==> config.mk <==
export PLATFORM = sky130hd
export DESIGN_NAME = esc_seq_detector
export DESIGN_NICKNAME = d
export VERILOG_FILES = /design/src/rtl/escdet_pkg.sv /design/src/rtl/escdet_cfg.sv /design/src/rtl/escdet_idle.sv /design/src/rtl/escdet_match.sv /design/src/rtl/escdet_status.sv /design/src/rtl/esc_seq_detector.sv
export SDC_FILE = /design/constraint.sdc
export NUM_CORES = 1
export LEC_CHECK = 0
export BUFFER_PORTS_ARGS = -buffer_cell sky130_fd_sc_hd__buf_2
export CAP_MARGIN = 20
export CORE_ASPECT_RATIO = 0.7
export CORE_MARGIN = 4
export CORE_UTILIZATION = 40
export CTS_BUF_LIST = sky130_fd_sc_hd__clkbuf_8 sky130_fd_sc_hd__clkbuf_16
export DETAILED_ROUTE_END_ITERATION = 12
export GPL_TIMING_DRIVEN = 0
export SLEW_MARGIN = 10
export SYNTH_ARGS = -nofsm -noshare
export SYNTH_HDL_FRONTEND = slang
export SYNTH_HIERARCHICAL = 1
export SYNTH_SLANG_ARGS = --single-unit
==> constraint.sdc <==
create_clock -name clk -period 2.6 [get_ports clk]
set_clock_uncertainty 0.05 [all_clocks]
set_input_delay 0.26 -clock clk [delete_from_list [all_inputs] [get_ports clk]]
set_output_delay 0.26 -clock clk [all_outputs]
set_load 0.05 [all_outputs]
==> src/rtl/escdet_pkg.sv <==
package escdet_pkg;
  localparam int AW = 3;

  localparam logic [AW-1:0] A_CHAR  = 3'd0;
  localparam logic [AW-1:0] A_COUNT = 3'd1;
  localparam logic [AW-1:0] A_GAP   = 3'd2;
  localparam logic [AW-1:0] A_PRE   = 3'd3;
  localparam logic [AW-1:0] A_POST  = 3'd4;
  localparam logic [AW-1:0] A_CTRL  = 3'd5;

  localparam int CTRL_EN_BIT  = 0;
  localparam int CTRL_CLR_BIT = 1;

  typedef enum logic [1:0] {
    MS_SEARCH = 2'd0,
    MS_COUNT  = 2'd1,
    MS_POST   = 2'd2
  } match_st_e;
endpackage

==> src/rtl/escdet_cfg.sv <==
module escdet_cfg
  import escdet_pkg::*;
#(
  parameter int CW = 8,
  parameter int NW = 8,
  parameter int TW = 24,
  parameter logic [CW-1:0] RST_CHAR  = 8'h2B,
  parameter logic [NW-1:0] RST_COUNT = 8'd3,
  parameter logic [TW-1:0] RST_GAP   = 24'd10000,
  parameter logic [TW-1:0] RST_PRE   = 24'd10,
  parameter logic [TW-1:0] RST_POST  = 24'd10
) (
  input  logic          clk,
  input  logic          rst_n,
  input  logic          we,
  input  logic [AW-1:0] addr,
  input  logic [TW-1:0] wdata,
  output logic [CW-1:0] pat_char,
  output logic [NW-1:0] pat_count,
  output logic [TW-1:0] gap_lim,
  output logic [TW-1:0] pre_lim,
  output logic [TW-1:0] post_lim,
  output logic          irq_en,
  output logic          pat_wr,
  output logic          clr_req
);
  always_ff @(posedge clk) begin
    if (!rst_n) begin
      pat_char  <= RST_CHAR;
      pat_count <= RST_COUNT;
      gap_lim   <= RST_GAP;
      pre_lim   <= RST_PRE;
      post_lim  <= RST_POST;
      irq_en    <= 1'b0;
    end else if (we) begin
      case (addr)
        A_CHAR:  pat_char  <= wdata[CW-1:0];
        A_COUNT: pat_count <= wdata[NW-1:0];
        A_GAP:   gap_lim   <= wdata;
        A_PRE:   pre_lim   <= wdata;
        A_POST:  post_lim  <= wdata;
        A_CTRL:  irq_en    <= wdata[CTRL_EN_BIT];
        default: ;
      endcase
    end
  end

  // Pattern-register writes restart the matcher; control writes do not.
  assign pat_wr  = we && (addr <= A_POST);
  assign clr_req = we && (addr == A_CTRL) && wdata[CTRL_CLR_BIT];
endmodule

==> src/rtl/escdet_idle.sv <==
module escdet_idle #(
  parameter int TW = 24
) (
  input  logic          clk,
  input  logic          rst_n,
  input  logic          rx_valid,
  output logic [TW-1:0] idle_cnt
);
  localparam logic [TW-1:0] CNT_MAX = {TW{1'b1}};

  function automatic logic [TW-1:0] sat_inc(input logic [TW-1:0] v);
    logic [TW-1:0] r;
    r = (v == CNT_MAX) ? v : v + 1'b1;
    return r;
  endfunction

  always_ff @(posedge clk) begin
    if (!rst_n)        idle_cnt <= '0;
    else if (rx_valid) idle_cnt <= '0;
    else               idle_cnt <= sat_inc(idle_cnt);
  end
endmodule

==> src/rtl/escdet_match.sv <==
module escdet_match
  import escdet_pkg::*;
#(
  parameter int CW = 8,
  parameter int NW = 8,
  parameter int TW = 24
) (
  input  logic          clk,
  input  logic          rst_n,
  input  logic          rx_valid,
  input  logic [CW-1:0] rx_byte,
  input  logic [CW-1:0] pat_char,
  input  logic [NW-1:0] pat_count,
  input  logic [TW-1:0] gap_lim,
  input  logic [TW-1:0] pre_lim,
  input  logic [TW-1:0] post_lim,
  input  logic [TW-1:0] idle_cnt,
  input  logic          restart,
  output logic          detect,
  output logic          in_search
);
  function automatic logic [NW-1:0] run_target(input logic [NW-1:0] c);
    return (c == '0) ? NW'(1) : c;
  endfunction

  match_st_e     st, st_n;
  logic [NW-1:0] hits, hits_n;
  logic [NW-1:0] target;
  logic [NW-1:0] hits_inc;
  logic          is_pat;
  logic          first_ok;
  logic          next_ok;
  match_st_e     start_st;

  assign target   = run_target(pat_count);
  assign hits_inc = hits + 1'b1;
  assign is_pat   = (rx_byte == pat_char);
  assign first_ok = rx_valid && is_pat && (idle_cnt >= pre_lim);
  assign next_ok  = rx_valid && is_pat && (idle_cnt <= gap_lim);
  assign start_st = (target == NW'(1)) ? MS_POST : MS_COUNT;

  always_comb begin
    st_n   = st;
    hits_n = hits;
    detect = 1'b0;
    if (restart) begin
      st_n   = MS_SEARCH;
      hits_n = '0;
    end else begin
      case (st)
        MS_SEARCH: begin
          if (first_ok) begin
            st_n   = start_st;
            hits_n = NW'(1);
          end
        end
        MS_COUNT: begin
          if (next_ok) begin
            hits_n = hits_inc;
            st_n   = (hits_inc == target) ? MS_POST : MS_COUNT;
          end else if (first_ok) begin
            st_n   = start_st;
            hits_n = NW'(1);
          end else if (rx_valid || (idle_cnt > gap_lim)) begin
            st_n   = MS_SEARCH;
            hits_n = '0;
          end
        end
        MS_POST: begin
          if (first_ok) begin
            st_n   = start_st;
            hits_n = NW'(1);
          end else if (rx_valid) begin
            st_n   = MS_SEARCH;
            hits_n = '0;
          end else if (idle_cnt >= post_lim) begin
            detect = 1'b1;
            st_n   = MS_SEARCH;
            hits_n = '0;
          end
        end
        default: begin
          st_n   = MS_SEARCH;
          hits_n = '0;
        end
      endcase
    end
  end

  always_ff @(posedge clk) begin
    if (!rst_n) begin
      st   <= MS_SEARCH;
      hits <= '0;
    end else begin
      st   <= st_n;
      hits <= hits_n;
    end
  end

  assign in_search = (st == MS_SEARCH);
endmodule

==> src/rtl/escdet_status.sv <==
module escdet_status (
  input  logic clk,
  input  logic rst_n,
  input  logic detect,
  input  logic clr_req,
  input  logic irq_en,
  output logic det_status,
  output logic irq
);
  // A new detection outranks a clear landing in the same cycle.
  always_ff @(posedge clk) begin
    if (!rst_n)       det_status <= 1'b0;
    else if (detect)  det_status <= 1'b1;
    else if (clr_req) det_status <= 1'b0;
  end

  assign irq = det_status & irq_en;
endmodule

==> src/rtl/esc_seq_detector.sv <==
module esc_seq_detector
  import escdet_pkg::*;
#(
  parameter int CW = 8,
  parameter int NW = 8,
  parameter int TW = 24,
  parameter int unsigned RST_CHAR  = 8'h2B,
  parameter int unsigned RST_COUNT = 3,
  parameter int unsigned RST_GAP   = 10000,
  parameter int unsigned RST_PRE   = 10,
  parameter int unsigned RST_POST  = 10
) (
  input  logic          clk,
  input  logic          rst_n,
  input  logic          rx_valid,
  input  logic [CW-1:0] rx_byte,
  input  logic          cfg_we,
  input  logic [AW-1:0] cfg_addr,
  input  logic [TW-1:0] cfg_wdata,
  output logic          det_status,
  output logic          irq
);
  localparam logic [CW-1:0] R_CHAR  = CW'(RST_CHAR);
  localparam logic [NW-1:0] R_COUNT = NW'(RST_COUNT);
  localparam logic [TW-1:0] R_GAP   = TW'(RST_GAP);
  localparam logic [TW-1:0] R_PRE   = TW'(RST_PRE);
  localparam logic [TW-1:0] R_POST  = TW'(RST_POST);

  logic [CW-1:0] pat_char;
  logic [NW-1:0] pat_count;
  logic [TW-1:0] gap_lim, pre_lim, post_lim;
  logic          irq_en;
  logic          pat_wr_ev;
  logic          clear_ev;
  logic [TW-1:0] idle_cnt;
  logic          detect_ev;
  logic          st_search;

  escdet_cfg #(
    .CW(CW), .NW(NW), .TW(TW),
    .RST_CHAR(R_CHAR), .RST_COUNT(R_COUNT), .RST_GAP(R_GAP),
    .RST_PRE(R_PRE), .RST_POST(R_POST)
  ) u_cfg (
    .clk(clk), .rst_n(rst_n), .we(cfg_we), .addr(cfg_addr), .wdata(cfg_wdata),
    .pat_char(pat_char), .pat_count(pat_count), .gap_lim(gap_lim),
    .pre_lim(pre_lim), .post_lim(post_lim), .irq_en(irq_en),
    .pat_wr(pat_wr_ev), .clr_req(clear_ev)
  );

  escdet_idle #(.TW(TW)) u_idle (
    .clk(clk), .rst_n(rst_n), .rx_valid(rx_valid), .idle_cnt(idle_cnt)
  );

  escdet_match #(.CW(CW), .NW(NW), .TW(TW)) u_match (
    .clk(clk), .rst_n(rst_n), .rx_valid(rx_valid), .rx_byte(rx_byte),
    .pat_char(pat_char), .pat_count(pat_count), .gap_lim(gap_lim),
    .pre_lim(pre_lim), .post_lim(post_lim), .idle_cnt(idle_cnt),
    .restart(pat_wr_ev), .detect(detect_ev), .in_search(st_search)
  );

  escdet_status u_status (
    .clk(clk), .rst_n(rst_n), .detect(detect_ev), .clr_req(clear_ev),
    .irq_en(irq_en), .det_status(det_status), .irq(irq)
  );
endmodule

==> run summary <==
warnings from Yosys: 6
total track usage: 0.1988
initial antenna violation count: 0
maxcap violations: 0
critical path capture point type: register
P per Cell Area: 515.5 nW/um2
# diodes: 0
final worst path period share: 0.9903
EDFF count, synth: 0
Pins Over Slew Limit: 0
fraction of registers with async set/reset: 0
Via Count: 6104
overall die width: 170.4 um
ys flop type: dfxtp_1
Ports: 41
DP Area: 7878 um2
clk buf depth: 2
clock transition at the registers of the reported paths: 0.05 ns
syn_nets: 973
Seq/Total Area, Yosys: 0.3363
routed vias/inst: 5.195
Clk pwr share: 0.503
Slew @ Worst Pin: 0.7629 ns
share of layout cells above drive strength 1: 0.1842
Area Overhead vs Synth: 20.12%
CORE AREA: 18060 um2
FMAX: 388.4 MHz
fin nets: 1042
Critical Path AT: 2.82 ns
DRT iter0 DRCs: 334
Worst Reg-to-Reg Cells: 10
Psw: 1.064 mW
Yosys reg bits: 124
Routed WL: 20070 um
Syn Area/Cell: 8.584 um2
DP HPWL: 14670 um
Seq pwr share: 0.426
Worst Hold Slack: 0.07492 ns
hold crit path type: input port to register
Sw Share: 0.2328
per-cell routed wire length: 17.08 um
Vert. Die Dim: 121.7 um
Synth area leader: dfxtp_1
static leakage: 3.772 nW
share of the synthesized area in the top cell type: 0.3363
synth unique cells: 70
number of global-route vias before repair: 5755
largest net degree at the start of global routing: 17
Setup Viol. Count Final: 0
DIE AREA: 20730 um2
Fill cells: 1706
Root Buffer: clkbuf_16
CP max FO: 3
CP required: 2.85 ns
TritonCTS clock tree: done
Rows: 41
CTS Buf Count: 17
crit start category: register
GRT overflow: 0
Synth Cell Area: 7382 um2
DP Worst Slack: -0.4054 ns
Max rail drop VDD: 437.1 uV
clk sinks: 124
effective utilization at floorplan: 0.4088
Routability Congestion: 0.8401
final setup margin: 0.02525 ns
unrepaired setup endpoints after global routing: yes
hold path depth: 3
port bufs: 40
htree depth: 4
clk_lat worst skew: 0.41 ns
combinational power share: 0.071
CP Class: register to register
final hold vios: 0
Final Critical Period: 2.575 ns
total power: 4.571 mW
Synth area leaders: dfxtp_1 (34%), ha_1 (13%), mux2i_1 (12%)
drt first pass iters: 5
final instance area: 8867 um2
status: finished, final reports clean
first-pass GRT wire length: 31800 um
Int Power: 3.507 mW
# DRC: 0
Relative slew margins: 0.4914
Synth Instances: 860
remaining antenna violation count: 0
[cell usage in the layout (no fill, tap or decap), types with 10 or more instances in the layout]
| cell type | instances |
|---|---|
| xor2_1 | 18 |
| nor2b_1 | 27 |
| clkbuf_1 | 17 |
| buf_2 | 49 |
| ha_4 | 10 |
| nor2_1 | 36 |
| ha_1 | 64 |
| o21ai_0 | 16 |
| a21oi_1 | 43 |
| dfxtp_2 | 22 |
| mux2i_1 | 90 |
| inv_1 | 83 |
| a21o_1 | 10 |
| nand3_1 | 13 |
| nand2_1 | 141 |
| clkbuf_16 | 17 |
| dfxtp_1 | 93 |
| xnor2_1 | 16 |
| buf_4 | 14 |
| nand4_1 | 16 |
[power groups by stage]
stage | sequential (mW) | combinational [mW] | clock (mW)
finish | 1.95 | 0.325 | 2.30
global route | 1.95 | 0.360 | 2.43
CTS | 1.95 | 0.315 | 2.34
detailed placement | 2.00 | 0.302 | 0
global placement | 1.99 | 0.301 | 0
floorplan | 1.99 | 0.188 | 0
[flip-flops by register name (all words and copies together), names as in the netlist]
signal / flops
u_cfg/pre_lim: 24
u_cfg/post_lim: 24
u_cfg/gap_lim: 24
u_cfg/pat_char: 8
u_cfg/pat_count: 8
u_status/det_status: 1
u_match/st: 2
u_match/hits: 8
u_idle/idle_cnt: 24
u_cfg/irq_en: 1
[final cells by class]
cell class / count / area (um2) / share of cell area
Sequential cell: 124 / 2544 / 0.2869
Clock inverter: 9 / 98.84 / 0.01115
Clock buffer: 20 / 466.7 / 0.05263
Multi-Input combinational cell: 620 / 4701 / 0.5301
Inverter: 83 / 314.1 / 0.03542
Timing Repair Buffer: 50 / 279.0 / 0.03147
Buffer: 33 / 168.9 / 0.01905
Tap cell: 236 / 295.3 / 0.03330
[per-stage QoR]
stage	TNS, ns	util	cells
2_1_floorplan	0	-	860
3_3_place_gp	-1.796	0.4363	1136
3_5_place_dp	-1.740	0.4363	1136
4_1_cts	0	0.4735	1168
5_1_grt	-0.1075	0.4911	1175
6_report	0	0.4911	1175
[final timing paths]
path	startpoint	end	slack, ns
min reg2reg	u_cfg/gap_lim[14]	u_cfg/gap_lim[14]	0.41
min	cfg_wdata[1]	u_cfg/gap_lim[1]	0.07
max reg2reg	u_idle/idle_cnt[0]	u_match/st[1]	0.03
max	u_idle/idle_cnt[0]	u_match/st[1]	0.03
[cell usage after synthesis (all sizes together) (5+ instances only)]
master	count
a21o	10
clkbuf	17
nor2b	28
o21ai	27
nor2	39
nor4	8
nor3	9
ha	74
nand3	15
nand2	142
o2111ai	5
and4	5
a21oi	46
nand2b	7
dfxtp	124
inv	83
mux2i	90
xnor2	16
buf	16
or3	8
nand4	18
or2	5
a211oi	6
xor2	18
[kinds of logic after synthesis]
group                      share of synthesized area
muxes                                         0.1220
buffers and inverters                        0.06508
AOI/OAI and AO/OA                             0.1100
adders and majority gates                     0.1254
xor gates and xnor gates                     0.04034
and+or+nand+nor                               0.2008
DFF                                           0.3363
[metal layers]
| metal | track usage | routed length (um) | up-vias |
|---|---|---|---|
| met1 | 0.3084 | 10650 | 2817 |
| met3 | 0.05449 | 1340 | 16 |
| met2 | 0.2668 | 7874 | 168 |
| li1 | - | - | 3103 |
| met4 | 0.05037 | 212 | 0 |
| met5 | 0 | 0 | - |
[what timing repair did]
item / in CTS / in global routing
resized for setup: 18 / 64
pin swaps: 6 / 25
endpoints found under the setup margin: 10 / 10
hold buffers: 0 / 0
setup buffers: 3 / 7
[worst max-delay path, cell delays in order (launching register included)]
cell and delay, ns:
dfxtp_4 0.35, inv_4 0.07, ha_4 0.19, nand2b_4 0.15
a2111o_1 0.46, a31oi_4 0.30, o21ai_2 0.13, o21bai_2 0.21
o311ai_4 0.12, nor2b_1 0.16, o311a_1 0.28
Power figures use the tool's default switching activity.
